[src/rtl/mrb_pkg.sv]
package mrb_pkg;
  localparam int HALF_W = 16;

  typedef enum logic [1:0] {
    ST_IDLE,
    ST_BUS,
    ST_RESP
  } mrb_state_e;

  typedef enum logic [2:0] {
    K_PAGE_WR,
    K_PAGE_RD,
    K_HI_WR,
    K_HI_RD,
    K_BUS_WR,
    K_BUS_RD,
    K_VOID_WR,
    K_VOID_RD
  } mrb_kind_e;
endpackage

[src/rtl/mrb_decode.sv]
module mrb_decode
  import mrb_pkg::*;
#(
  parameter int PAGE_W = 9,
  parameter int SEL_W  = 3,
  parameter int PHY_W  = 5,
  parameter int REG_W  = 5,
  parameter logic [PHY_W-1:0]       PAGE_PHY = 5'h1f,
  parameter logic [REG_W-1:0]       PAGE_REG = 5'h10,
  parameter logic [PHY_W-SEL_W-1:0] WIN_TAG  = 2'b10,
  localparam int AW = PAGE_W + SEL_W + REG_W - 1
) (
  input  logic              wr,
  input  logic [PHY_W-1:0]  phy,
  input  logic [REG_W-1:0]  regn,
  input  logic [PAGE_W-1:0] page,
  output mrb_kind_e         kind,
  output logic [AW-1:0]     word_addr
);
  logic in_win;
  logic is_page;

  always_comb begin
    in_win  = (phy[PHY_W-1:SEL_W] == WIN_TAG);
    is_page = (phy == PAGE_PHY) && (regn == PAGE_REG);
    if (is_page)
      kind = wr ? K_PAGE_WR : K_PAGE_RD;
    else if (!in_win)
      kind = wr ? K_VOID_WR : K_VOID_RD;
    else if (regn[0])
      kind = wr ? K_HI_WR : K_HI_RD;
    else
      kind = wr ? K_BUS_WR : K_BUS_RD;
    word_addr = {page, phy[SEL_W-1:0], regn[REG_W-1:1]};
  end
endmodule

[src/rtl/mrb_hold.sv]
module mrb_hold
  import mrb_pkg::*;
#(
  parameter int PAGE_W = 9
) (
  input  logic              clk,
  input  logic              rst_n,
  input  logic              page_we,
  input  logic [PAGE_W-1:0] page_d,
  input  logic              hiw_we,
  input  logic [HALF_W-1:0] hiw_d,
  input  logic              hir_we,
  input  logic [HALF_W-1:0] hir_d,
  output logic [PAGE_W-1:0] page_q,
  output logic [HALF_W-1:0] hiw_q,
  output logic [HALF_W-1:0] hir_q
);
  always_ff @(posedge clk) begin
    if (!rst_n) begin
      page_q <= '0;
      hiw_q  <= '0;
      hir_q  <= '0;
    end else begin
      if (page_we) page_q <= page_d;
      if (hiw_we)  hiw_q  <= hiw_d;
      if (hir_we)  hir_q  <= hir_d;
    end
  end
endmodule

[src/rtl/mrb_ctrl.sv]
module mrb_ctrl
  import mrb_pkg::*;
#(
  parameter int PAGE_W = 9,
  parameter int AW     = 16
) (
  input  logic              clk,
  input  logic              rst_n,
  input  logic              req,
  input  mrb_kind_e         kind,
  input  logic [AW-1:0]     word_addr,
  input  logic [HALF_W-1:0] wdata,
  input  logic [PAGE_W-1:0] page,
  input  logic [HALF_W-1:0] hiw,
  input  logic [HALF_W-1:0] hir,
  input  logic              bus_ready,
  input  logic [HALF_W-1:0] bus_rdata_lo,
  output logic              busy,
  output logic              ack,
  output logic [HALF_W-1:0] rdata,
  output logic              bus_valid,
  output logic              bus_we,
  output logic [AW-1:0]     bus_addr,
  output logic [2*HALF_W-1:0] bus_wdata,
  output logic              page_we,
  output logic              hiw_we,
  output logic              hir_we
);
  mrb_state_e state;
  logic       take;

  always_comb begin
    take    = (state == ST_IDLE) && req;
    busy    = (state != ST_IDLE);
    ack     = (state == ST_RESP);
    page_we = take && (kind == K_PAGE_WR);
    hiw_we  = take && (kind == K_HI_WR);
    hir_we  = (state == ST_BUS) && bus_ready && !bus_we;
  end

  always_ff @(posedge clk) begin
    if (!rst_n) begin
      state     <= ST_IDLE;
      rdata     <= '0;
      bus_valid <= 1'b0;
      bus_we    <= 1'b0;
      bus_addr  <= '0;
      bus_wdata <= '0;
    end else begin
      case (state)
        ST_IDLE: begin
          if (req) begin
            state <= ST_RESP;
            case (kind)
              K_BUS_WR: begin
                state     <= ST_BUS;
                bus_valid <= 1'b1;
                bus_we    <= 1'b1;
                bus_addr  <= word_addr;
                bus_wdata <= {hiw, wdata};
              end
              K_BUS_RD: begin
                state     <= ST_BUS;
                bus_valid <= 1'b1;
                bus_we    <= 1'b0;
                bus_addr  <= word_addr;
              end
              K_PAGE_RD: rdata <= {{(HALF_W-PAGE_W){1'b0}}, page};
              K_HI_RD:   rdata <= hir;
              K_VOID_RD: rdata <= '1;
              default:   ;
            endcase
          end
        end
        ST_BUS: begin
          if (bus_ready) begin
            bus_valid <= 1'b0;
            if (!bus_we) rdata <= bus_rdata_lo;
            state <= ST_RESP;
          end
        end
        default: state <= ST_IDLE;
      endcase
    end
  end
endmodule

[src/rtl/mdio_regbridge.sv]
module mdio_regbridge
  import mrb_pkg::*;
#(
  parameter int PAGE_W = 9,
  parameter int SEL_W  = 3,
  parameter int PHY_W  = 5,
  parameter int REG_W  = 5,
  localparam int AW = PAGE_W + SEL_W + REG_W - 1
) (
  input  logic              clk,
  input  logic              rst_n,
  input  logic              mg_req,
  input  logic              mg_wr,
  input  logic [PHY_W-1:0]  mg_phy,
  input  logic [REG_W-1:0]  mg_reg,
  input  logic [15:0]       mg_wdata,
  output logic              mg_busy,
  output logic              mg_ack,
  output logic [15:0]       mg_rdata,
  output logic              bus_valid,
  input  logic              bus_ready,
  output logic              bus_we,
  output logic [AW-1:0]     bus_addr,
  output logic [31:0]       bus_wdata,
  input  logic [31:0]       bus_rdata
);
  mrb_kind_e         kind;
  logic [AW-1:0]     word_addr;
  logic [PAGE_W-1:0] page_q;
  logic [HALF_W-1:0] hiw_q;
  logic [HALF_W-1:0] hir_q;
  logic              page_we;
  logic              hiw_we;
  logic              hir_we;

  mrb_decode #(
    .PAGE_W(PAGE_W), .SEL_W(SEL_W), .PHY_W(PHY_W), .REG_W(REG_W)
  ) u_dec (
    .wr(mg_wr), .phy(mg_phy), .regn(mg_reg), .page(page_q),
    .kind(kind), .word_addr(word_addr)
  );

  mrb_hold #(.PAGE_W(PAGE_W)) u_hold (
    .clk(clk), .rst_n(rst_n),
    .page_we(page_we), .page_d(mg_wdata[PAGE_W-1:0]),
    .hiw_we(hiw_we), .hiw_d(mg_wdata),
    .hir_we(hir_we), .hir_d(bus_rdata[31:16]),
    .page_q(page_q), .hiw_q(hiw_q), .hir_q(hir_q)
  );

  mrb_ctrl #(.PAGE_W(PAGE_W), .AW(AW)) u_ctrl (
    .clk(clk), .rst_n(rst_n), .req(mg_req), .kind(kind),
    .word_addr(word_addr), .wdata(mg_wdata), .page(page_q),
    .hiw(hiw_q), .hir(hir_q), .bus_ready(bus_ready),
    .bus_rdata_lo(bus_rdata[15:0]), .busy(mg_busy), .ack(mg_ack),
    .rdata(mg_rdata), .bus_valid(bus_valid), .bus_we(bus_we),
    .bus_addr(bus_addr), .bus_wdata(bus_wdata),
    .page_we(page_we), .hiw_we(hiw_we), .hir_we(hir_we)
  );
endmodule

[config.mk]
export PLATFORM = sky130hd
export DESIGN_NAME = mdio_regbridge
export DESIGN_NICKNAME = d
export VERILOG_FILES = /design/src/rtl/mrb_pkg.sv /design/src/rtl/mrb_decode.sv /design/src/rtl/mrb_hold.sv /design/src/rtl/mrb_ctrl.sv /design/src/rtl/mdio_regbridge.sv
export SDC_FILE = /design/constraint.sdc
export NUM_CORES = 1
export LEC_CHECK = 0
export BUFFER_PORTS_ARGS = -buffer_cell sky130_fd_sc_hd__buf_2
export CORE_UTILIZATION = 45
export DETAILED_ROUTE_END_ITERATION = 16
export PLACE_DENSITY = 0.8
export SETUP_SLACK_MARGIN = 0.2
export SLEW_MARGIN = 0
export SYNTH_ARGS = -nofsm -noshare
export SYNTH_HDL_FRONTEND = slang
export SYNTH_SLANG_ARGS = --single-unit
[constraint.sdc]
create_clock -name clk -period 5.6 [get_ports clk]
set_clock_uncertainty 0.1 [all_clocks]
set_input_delay 0.28 -clock clk [delete_from_list [all_inputs] [get_ports clk]]
set_output_delay 0.28 -clock clk [all_outputs]
set_load 0.05 [all_outputs]
==> impl_metrics.json, run 1 <==
{
  "start_util_pct": 46.3,
  "fmax_ghz": 0.375,
  "diodes": 0,
  "drt-vias-per-instance": 5.17,
  "fin_nets": 669,
  "arrival_ns": 2.81,
  "cts-buffers-inserted": 9,
  "synth_seq_cells": 109,
  "min-delay-start": "bus_rdata[29]",
  "r2r-end": "u_ctrl.rdata[3]",
  "io-pin-count": 131,
  "row_count": 36,
  "wirelength_um": 10900,
  "multiInputGateArea_um2": 2140,
  "vias": 3848,
  "r2r-start": "u_ctrl.state[1]",
  "syn_area_um2": 4500,
  "nFillCells": 924,
  "syn-num-nets": 562,
  "grt_pass1_vias": 3637,
  "p_leak_nw": 2.26,
  "grt_start_max_net_pins": 70,
  "fin_crit_sh_pct": 47.6,
  "path_cells": "or2_4, o41ai_4, o21a_1, a211oi_2",
  "hold_viol": 0,
  "worstPathRequired_ns": 5.74,
  "hold_class": "in2reg",
  "final_common_cell": "nand2_1",
  "start_kind": "flip-flop",
  "r2r_cells": 4,
  "power_density_nw_per_um2": 263,
  "drc": 0,
  "place_hpwl_um": 7740,
  "finalSetupViolCount": 0,
  "grt-ovfl-total": 0,
  "antenna_left": 0,
  "worst_pin_slew_ns": 1.24,
  "final_cells": 744,
  "fp.coreArea_um2": 9730,
  "crit_path_top_delay_cell": "o41ai_4",
  "numPortBuffers": 130,
  "cts_resized": 0,
  "dp_cells": 728,
  "grt_pass1_wl_um": 17200,
  "synth_top_area_share_pct": 48.5,
  "cts.path.max_buffers": 2,
  "ys_seq_area_share_pct": 48.5,
  "grt_use_total_pct": 21.2,
  "antenna_found_initial": 0,
  "cts_tree": "done",
  "end_kind": "flip-flop",
  "root_buffer": "clkbuf_8",
  "yosys-top-cells-area": "dfxtp_1 48%, nand2_1 12%, a21boi_0 11%",
  "areaGrowthSynthToFinish_pct": 18.8,
  "yosysWarnings": 0,
  "fin_tns_setup_ns": 0,
  "dp_slack_ns": 2.96,
  "drt_iter0_drc": 182,
  "synth_cells": 499,
  "die_y_um": 102,
  "clock_latency_ns": 0.36,
  "avgSynthCellArea_um2": 9.02,
  "wl_per_cell_um": 14.6,
  "yosysTopAreaCell": "dfxtp_1",
  "worst_slack_ns": 2.94,
  "hold_buffers": 0,
  "synth_edf_count": 0,
  "drt_first_pass_iters": 5,
  "clkTransAtPathRegs_ns": 0.11,
  "vdd_drop_max_v": 0.000141,
  "htree_levels": 3,
  "hold_end": "u_hold.hir_q[13]",
  "rrSetupSlack_ns": 2.94,
  "critPathMaxFanout": 24,
  "min_period_ns": 2.66,
  "mostFrequentLayoutCells": "148 x nand2_1, 130 x buf_2, 109 x dfxtp_1",
  "grt_setup_unrepaired": "false",
  "status": "finished clean",
  "slew_headroom_pct": 16.9,
  "cts_sinks": 109,
  "die_area_um2": 10400,
  "critical-path-max-stage-delay_ns": 1.06,
  "maxCapViolCount": 0,
  "drive_gt1_share_pct": 27.7,
  "ys.flop_type": "dfxtp_1",
  "dieWidth_um": 102,
  "routabilityCongestion": 0.783,
  "cts_setup_buffers": 0,
  "seqCellArea_um2": 2180,
  "ys_types": 37,
  "slew_viol_final": 0,
  "synthArstFlopShare_pct": 0,
  "critPathKind": "reg2reg",
  "holdPathStages": 3
}
==> cell type report <==
class	count	share of cell area, %
flip-flops and latches	109	40.8
multi-input cells	351	40.0
repair buffers	133	12.6
well taps	133	3.11
clock buffers	9	2.32
clock inverters	7	1.03
inverters	2	0.140
==> power by group <==
part           internal (W)  switching (W)
logic             0.0000544       0.000103
clock network      0.000169       0.000278
registers          0.000789      0.0000102
total               0.00101       0.000391
==> flip-flops by register name (all words and copies together), names as in the netlist <==
signal            count
u_ctrl.rdata         16
u_ctrl.bus_we         1
u_ctrl.bus_wdata     32
u_ctrl.bus_valid      1
u_ctrl.state          2
u_hold.hiw_q         16
u_hold.page_q         9
u_ctrl.bus_addr      16
u_hold.hir_q         16
==> cells by family (layout without fill, tap and decap cells) <==
kind of cell,count (synthesis),after routing,synth area share (%)
multiplexers,25,25,5.56
AO/OA/AOI/OAI,130,130,22.2
AND/OR/NAND/NOR,196,196,19.3
flip-flops,109,109,48.5
buffers and inverters,39,151,4.45
==> synth_stat cells (2+ instances only) <==
cell type and count:
nand2_1 148, o211ai_1 7, inv_1 2, buf_6 6
a21oi_1 10, dfxtp_1 109, clkbuf_1 24, nand3_1 10
a211oi_2 9, a21boi_0 64, o211a_1 7, mux2i_1 25
nor2b_1 21, a211oi_1 9, o21ai_2 5, buf_2 7
nand2b_1 3, o21ai_0 14
==> metrics by stage <==
stage	hold WS, ns	cell area (um^2)	util [%]	total power, W
floorplan	0.315	4500	-	0.000923
global placement	0.326	5170	53.1	0.000970
detailed placement	0.340	5170	53.1	0.000974
CTS	0.0420	5350	54.9	0.00141
global route	0.0489	5350	54.9	0.00146
finish	0.0500	5350	54.9	0.00140
==> layer usage <==
layer / track usage [%] / wire, um / share of wire [%] / vias to the layer above
met3: 4.38 / 754 / 6.9 / 8
met5: 0 / 0 / 0 / -
met2: 36.3 / 5220 / 48 / 126
met4: 6.26 / 106 / 0.98 / 0
li1: - / - / - / 1909
met1: 26.8 / 4780 / 44 / 1805
==> worst max path at each step <==
stage | start | endpoint | slack [ns] | depth (start not counted)
after global routing | u_ctrl.state[1] | u_ctrl.rdata[1] | 2.79 | 4
after global placement | u_ctrl.state[1] | u_ctrl.rdata[0] | 3.05 | 4
after CTS | u_ctrl.state[1] | u_ctrl.rdata[3] | 2.96 | 4
final | u_ctrl.state[1] | u_ctrl.rdata[3] | 2.94 | 4
after detailed placement | u_ctrl.state[1] | u_ctrl.rdata[3] | 2.96 | 4
after floorplan | u_ctrl.bus_we | u_ctrl.rdata[8] | 3.68 | 6
==> critical path, delay by kind of cell, from the launching register on <==
kind	cells	cell delay (ns)
AOI/OAI and AO/OA	3	1.73
DFF	1	0.40
and+or+nand+nor	1	0.31
(Power assumes the default switching activity.)
==> inputs of run 2 (changes only) <==
--- a/config.mk
+++ b/config.mk
@@ -5,10 +5,11 @@
 export SDC_FILE = /design/constraint.sdc
 export NUM_CORES = 1
 export LEC_CHECK = 0
+export ABC_AREA = 1
 export BUFFER_PORTS_ARGS = -buffer_cell sky130_fd_sc_hd__buf_2
 export CORE_UTILIZATION = 45
 export DETAILED_ROUTE_END_ITERATION = 16
-export PLACE_DENSITY = 0.8
+export PLACE_DENSITY = 0.83
 export SETUP_SLACK_MARGIN = 0.2
 export SLEW_MARGIN = 0
 export SYNTH_ARGS = -nofsm -noshare
==> constraint.sdc (replaced) <==
create_clock -name clk -period 2.25 [get_ports clk]
set_clock_uncertainty 0.1 [all_clocks]
set_input_delay 0.1125 -clock clk [delete_from_list [all_inputs] [get_ports clk]]
set_output_delay 0.1125 -clock clk [all_outputs]
set_load 0.05 [all_outputs]
==> impl_metrics.json, run 2 <==
{
  "status": "finished clean",
  "maxCapViolCount": 0,
  "power_density_nw_per_um2": 657,
  "dieWidth_um": 101,
  "slew_headroom_pct": 48.4,
  "htree_levels": 3,
  "dp_cells": 826,
  "antenna_left": 0,
  "synth_top_area_share_pct": 49.6,
  "drive_gt1_share_pct": 23.3,
  "row_count": 35,
  "grt_pass1_vias": 4243,
  "io-pin-count": 131,
  "largest_reg_flops": 32,
  "start_util_pct": 46.9,
  "cts_sinks": 109,
  "wirelength_um": 11900,
  "fin_nets": 819,
  "min_period_ns": 1.87,
  "areaGrowthSynthToFinish_pct": 31.0,
  "worst_pin_slew_ns": 0.773,
  "hold_viol": 0,
  "r2r-start": "u_ctrl.state[0]",
  "yosysWarnings": 0,
  "path_cells": "inv_2, nor2_4, nand2_4, nand2_2, inv_2, nor2_2, nand2_4, inv_1, nand3_1, nand2_1, inv_1",
  "placed_area_um2": 5090,
  "grtUsageMet1_pct": 26.5,
  "numPortBuffers": 130,
  "clock_latency_ns": 0.36,
  "grt_start_max_net_pins": 90,
  "final_util_pct": 61.5,
  "top_register": "u_ctrl.bus_wdata",
  "synth_common_cells": "109 x dfxtp_1, 89 x inv_1, 81 x nor2_1, 77 x o21ai_0, 73 x nand2_1",
  "cts.path.max_buffers": 2,
  "cts-buffers-inserted": 9,
  "grt_pass1_wl_um": 19000,
  "start_kind": "flip-flop",
  "holdPathStages": 5,
  "fmax_ghz": 0.535,
  "seqCellArea_um2": 2180,
  "wl_per_cell_um": 13.4,
  "critPathKind": "reg2reg",
  "grt_setup_unrepaired": "true",
  "cts_setup_buffers": 0,
  "multiInputGateArea_um2": 1700,
  "r2r_cells": 11,
  "antenna_found_initial": 0,
  "slew_viol_final": 0,
  "syn-num-nets": 654,
  "end_kind": "flip-flop",
  "drc": 0,
  "hold_end": "u_ctrl.rdata[2]",
  "routabilityCongestion": 0.862,
  "drt_first_pass_iters": 7,
  "vias": 4295,
  "root_buffer": "clkbuf_8",
  "mostFrequentLayoutCells": "130 x buf_2, 109 x dfxtp_1, 89 x inv_1",
  "rrSetupSlack_ns": 0.38,
  "crit_path_top_delay_cell": "dfxtp_1",
  "synth_cells": 591,
  "yosys-top-cells-area": "dfxtp_1 50%, o21ai_0 8.8%, a21oi_1 8.1%",
  "final_common_cell": "buf_2",
  "drt-vias-per-instance": 4.83,
  "use_met3_pct": 5.76,
  "ys_types": 24,
  "min-delay-start": "bus_rdata[2]",
  "fin_tns_setup_ns": 0,
  "grt-ovfl-total": 0,
  "cts_tree": "done",
  "die_y_um": 101,
  "finalSetupViolCount": 0,
  "final_cells": 889,
  "fin_crit_sh_pct": 83.1,
  "grt_busiest_layer": "met2",
  "diodes": 0,
  "synth.most_common_cell": "dfxtp_1",
  "r2r-end": "u_ctrl.rdata[10]",
  "power_w": 0.00378,
  "syn_area_um2": 4400,
  "avgSynthCellArea_um2": 7.44,
  "worstPathRequired_ns": 2.43,
  "clkTransAtPathRegs_ns": 0.11,
  "ys.flop_type": "dfxtp_1",
  "nFillCells": 826,
  "synthArstFlopShare_pct": 0,
  "ys_seq_area_share_pct": 49.6,
  "hold_class": "in2reg",
  "arrival_ns": 2.05,
  "use_met2_pct": 44.3,
  "vdd_drop_max_v": 0.000505,
  "critPathMaxFanout": 26,
  "fin_area_um2": 5760,
  "yosysTopAreaCell": "dfxtp_1",
  "synth_seq_cells": 109,
  "grt_use_total_pct": 23.7,
  "p_leak_nw": 2.86,
  "die_area_um2": 10200,
  "synth_edf_count": 0,
  "drt_iter0_drc": 214,
  "fp.coreArea_um2": 9370,
  "place_hpwl_um": 7670,
  "critical-path-max-stage-delay_ns": 0.38
}
run 2: through the flow:
stage          hold slack [ns]  setup WS [ns]
4_1_cts                0.00254          0.310
6_report                0.0220          0.380
3_3_place_gp             0.263          0.438
5_1_grt                 0.0374          0.199
3_5_place_dp             0.269          0.352
2_1_floorplan            0.147          0.736
run 2: cell families (layout without fill, tap and decap cells):
family / count (synthesis) / count (layout) / share of synthesized area (%)
DFF: 109 / 109 / 49.6
AOI/OAI and AO/OA: 169 / 169 / 20.4
buffers and inverters: 124 / 293 / 11.9
and+or+nand+nor: 189 / 189 / 18.1
run 2: report_power, final:
group	internal, W	switching [W]
clock	0.000508	0.000613
combinational	0.000210	0.000431
sequential	0.00199	0.0000322
total	0.00271	0.00108
run 2: area by class of cell:
class	count	share of cell area, %
Clock buffer	11	2.28
Clock inverter	4	0.869
Inverter	92	5.99
Multi-Input combinational cell	358	29.5
Sequential cell	109	37.9
Tap cell	129	2.80
Timing Repair Buffer	186	20.7
run 2: critical path: cells and delay by family, from the launching register on:
| kind | cells | cell delay (ns) |
|---|---|---|
| buffers and inverters | 4 | 0.40 |
| and+or+nand+nor | 7 | 0.90 |
| DFF | 1 | 0.38 |
run 2: worst max-delay path by stage:
stage | startpoint | end | cells past startpoint
final | u_ctrl.state[0] | u_ctrl.rdata[10] | 11
after global routing | u_ctrl.state[0] | u_hold.hir_q[8] | 7
after CTS | u_ctrl.state[1] | u_ctrl.bus_wdata[10] | 6
after detailed placement | u_ctrl.state[1] | u_ctrl.bus_wdata[10] | 6
after global placement | u_ctrl.state[1] | u_ctrl.bus_wdata[13] | 6
after floorplan | u_ctrl.bus_we | u_ctrl.rdata[11] | 8
run 2: routing by layer:
metal | part of all wire [%] | up-vias
met5 | 0 | -
met4 | 1.7 | 0
met3 | 7.0 | 22
met2 | 50 | 166
met1 | 41 | 1913
li1 | - | 2194
run 2: what timing repair did:
item / 4_1_cts / 5_1_grt
hold buffers: 48 / 0
endpoints found under the setup margin: 0 / 13
gates resized for setup: 0 / 1
hold endpoints to repair: 73 / 0
==> inputs of run 3 (changes only) <==
==> constraint.sdc (replaced) <==
create_clock -name clk -period 1.7 [get_ports clk]
set_clock_uncertainty 0.1 [all_clocks]
set_input_delay 0.085 -clock clk [delete_from_list [all_inputs] [get_ports clk]]
set_output_delay 0.085 -clock clk [all_outputs]
set_load 0.05 [all_outputs]
==> impl_metrics.json, run 3 (synthesis results as in run 2) <==
{
  "drt-vias-per-instance": 5.04,
  "grt_pass1_vias": 4163,
  "p_leak_nw": 3.01,
  "slew_viol_final": 0,
  "drt_iter0_drc": 192,
  "top_register": "u_ctrl.bus_wdata",
  "final_common_cell": "buf_2",
  "finalSetupViolCount": 0,
  "place_hpwl_um": 7720,
  "largest_reg_flops": 32,
  "power_density_nw_per_um2": 831,
  "clock_latency_ns": 0.37,
  "critPathMaxFanout": 13,
  "worstPathRequired_ns": 1.89,
  "die_area_um2": 10200,
  "cts_tree": "done",
  "mostFrequentLayoutCells": "130 x buf_2, 106 x dfxtp_1, 87 x inv_1",
  "drt_first_pass_iters": 5,
  "numPortBuffers": 130,
  "dp_slack_ns": 0.107,
  "critPathKind": "reg2reg",
  "grt_setup_unrepaired": "true",
  "antenna_found_initial": 0,
  "maxCapViolCount": 0,
  "vias": 4590,
  "grt_start_max_net_pins": 90,
  "fin_tns_setup_ns": 0,
  "areaGrowthSynthToFinish_pct": 40.2,
  "cts-buffers-inserted": 9,
  "fin_nets": 839,
  "hold_viol": 0,
  "min_period_ns": 1.57,
  "dieWidth_um": 101,
  "wirelength_um": 13500,
  "wl_per_cell_um": 14.8,
  "diodes": 0,
  "worst_pin_slew_ns": 0.527,
  "grt_pass1_wl_um": 18900,
  "routabilityCongestion": 0.922,
  "end_kind": "flip-flop",
  "start_util_pct": 46.9,
  "antenna_left": 0,
  "drc": 0,
  "cts.path.max_buffers": 2,
  "grt_use_total_pct": 23.6,
  "grt-ovfl-total": 0,
  "status": "finished clean",
  "drive_gt1_share_pct": 27.1,
  "die_y_um": 101,
  "fp.coreArea_um2": 9370,
  "clkTransAtPathRegs_ns": 0.10,
  "start_kind": "flip-flop",
  "arrival_ns": 1.76,
  "fin_crit_sh_pct": 92.3,
  "root_buffer": "clkbuf_8",
  "htree_levels": 3,
  "vdd_drop_max_v": 0.000468,
  "worst_slack_ns": 0.130,
  "hold_class": "in2reg",
  "slew_headroom_pct": 64.8,
  "row_count": 35,
  "fmax_ghz": 0.637,
  "cts_sinks": 109,
  "io-pin-count": 131
}
-- run 3: changes by cell type in the layout (fill, tap and decap cells not counted), sizes merged --
cell	delta
buf	+9
bufinv	-1
clkbuf	+1
clkinv	+3
clkinvlp	-1
dlygate4sd3	+8
inv	+2
-- run 3: final timing paths --
| check | start | end | slack (ns) | cells after the start |
|---|---|---|---|---|
| setup reg to reg | u_ctrl.state[0] | u_ctrl.rdata[7] | 0.13 | 11 |
| hold / removal | mg_req | u_ctrl.state[1] | 0.06 | 5 |
| setup / recovery | u_ctrl.state[0] | u_ctrl.rdata[7] | 0.13 | 11 |
| hold reg to reg | u_hold.hir_q[14] | u_hold.hir_q[14] | 0.36 | 2 |
-- run 3: final cells by class --
| class | count | area (um^2) |
|---|---|---|
| fill | 731 | 3200 |
| sequential | 109 | 2190 |
| multi-input combinational | 358 | 1780 |
| timing repair buffer | 206 | 1500 |
| inverter | 92 | 357 |
| tap | 129 | 161 |
| clock buffer | 9 | 124 |
| clock inverter | 7 | 57.6 |
-- run 3: what timing repair did --
item / in CTS / in global routing
gates cloned: 0 / 4
setup endpoints to repair: 58 / 84
resized for setup: 4 / 33
hold buffers: 56 / 0
buffers inserted: 1 / 3
pin swaps: 1 / 5
hold endpoints to repair: 82 / 0
-- run 3: per-layer routing --
| layer | vias to the layer above | routed length, um | track usage, % |
|---|---|---|---|
| met5 | - | 0 | 0 |
| met4 | 0 | 296 | 9.48 |
| met3 | 30 | 943 | 4.51 |
| met2 | 200 | 6920 | 44.1 |
| met1 | 2122 | 5290 | 26.1 |
| li1 | 2238 | - | - |
-- run 3: through the flow --
step	cell area (um^2)	utilization [%]	hold WS (ns)	instances	total power (W)
2_1_floorplan	4400	-	0.120	591	0.00327
3_3_place_gp	5180	55.2	0.236	830	0.00348
3_5_place_dp	5180	55.2	0.244	830	0.00350
4_1_cts	5950	63.5	0.00585	903	0.00504
5_1_grt	6170	65.8	0.0861	910	0.00529
6_report	6170	65.8	0.0614	910	0.00513
-- run 3: critical path, cell delays in order (launching register included) --
cell and delay (ns):
dfxtp_4 0.40, inv_4 0.05, nor2_4 0.12, nand2_4 0.07, nand2_4 0.07, inv_4 0.04
nor2_4 0.10, nand2_4 0.11, buf_12 0.17, nand2_2 0.05, nand2_1 0.06, a21oi_1 0.15
-- run 3: where the power goes --
group          internal [W]  leakage, nW  switching [W]  total (W)
Clock              0.000556       0.0946       0.000936    0.00149
Sequential          0.00263        0.886      0.0000461    0.00268
Combinational      0.000338         2.03       0.000615   0.000953
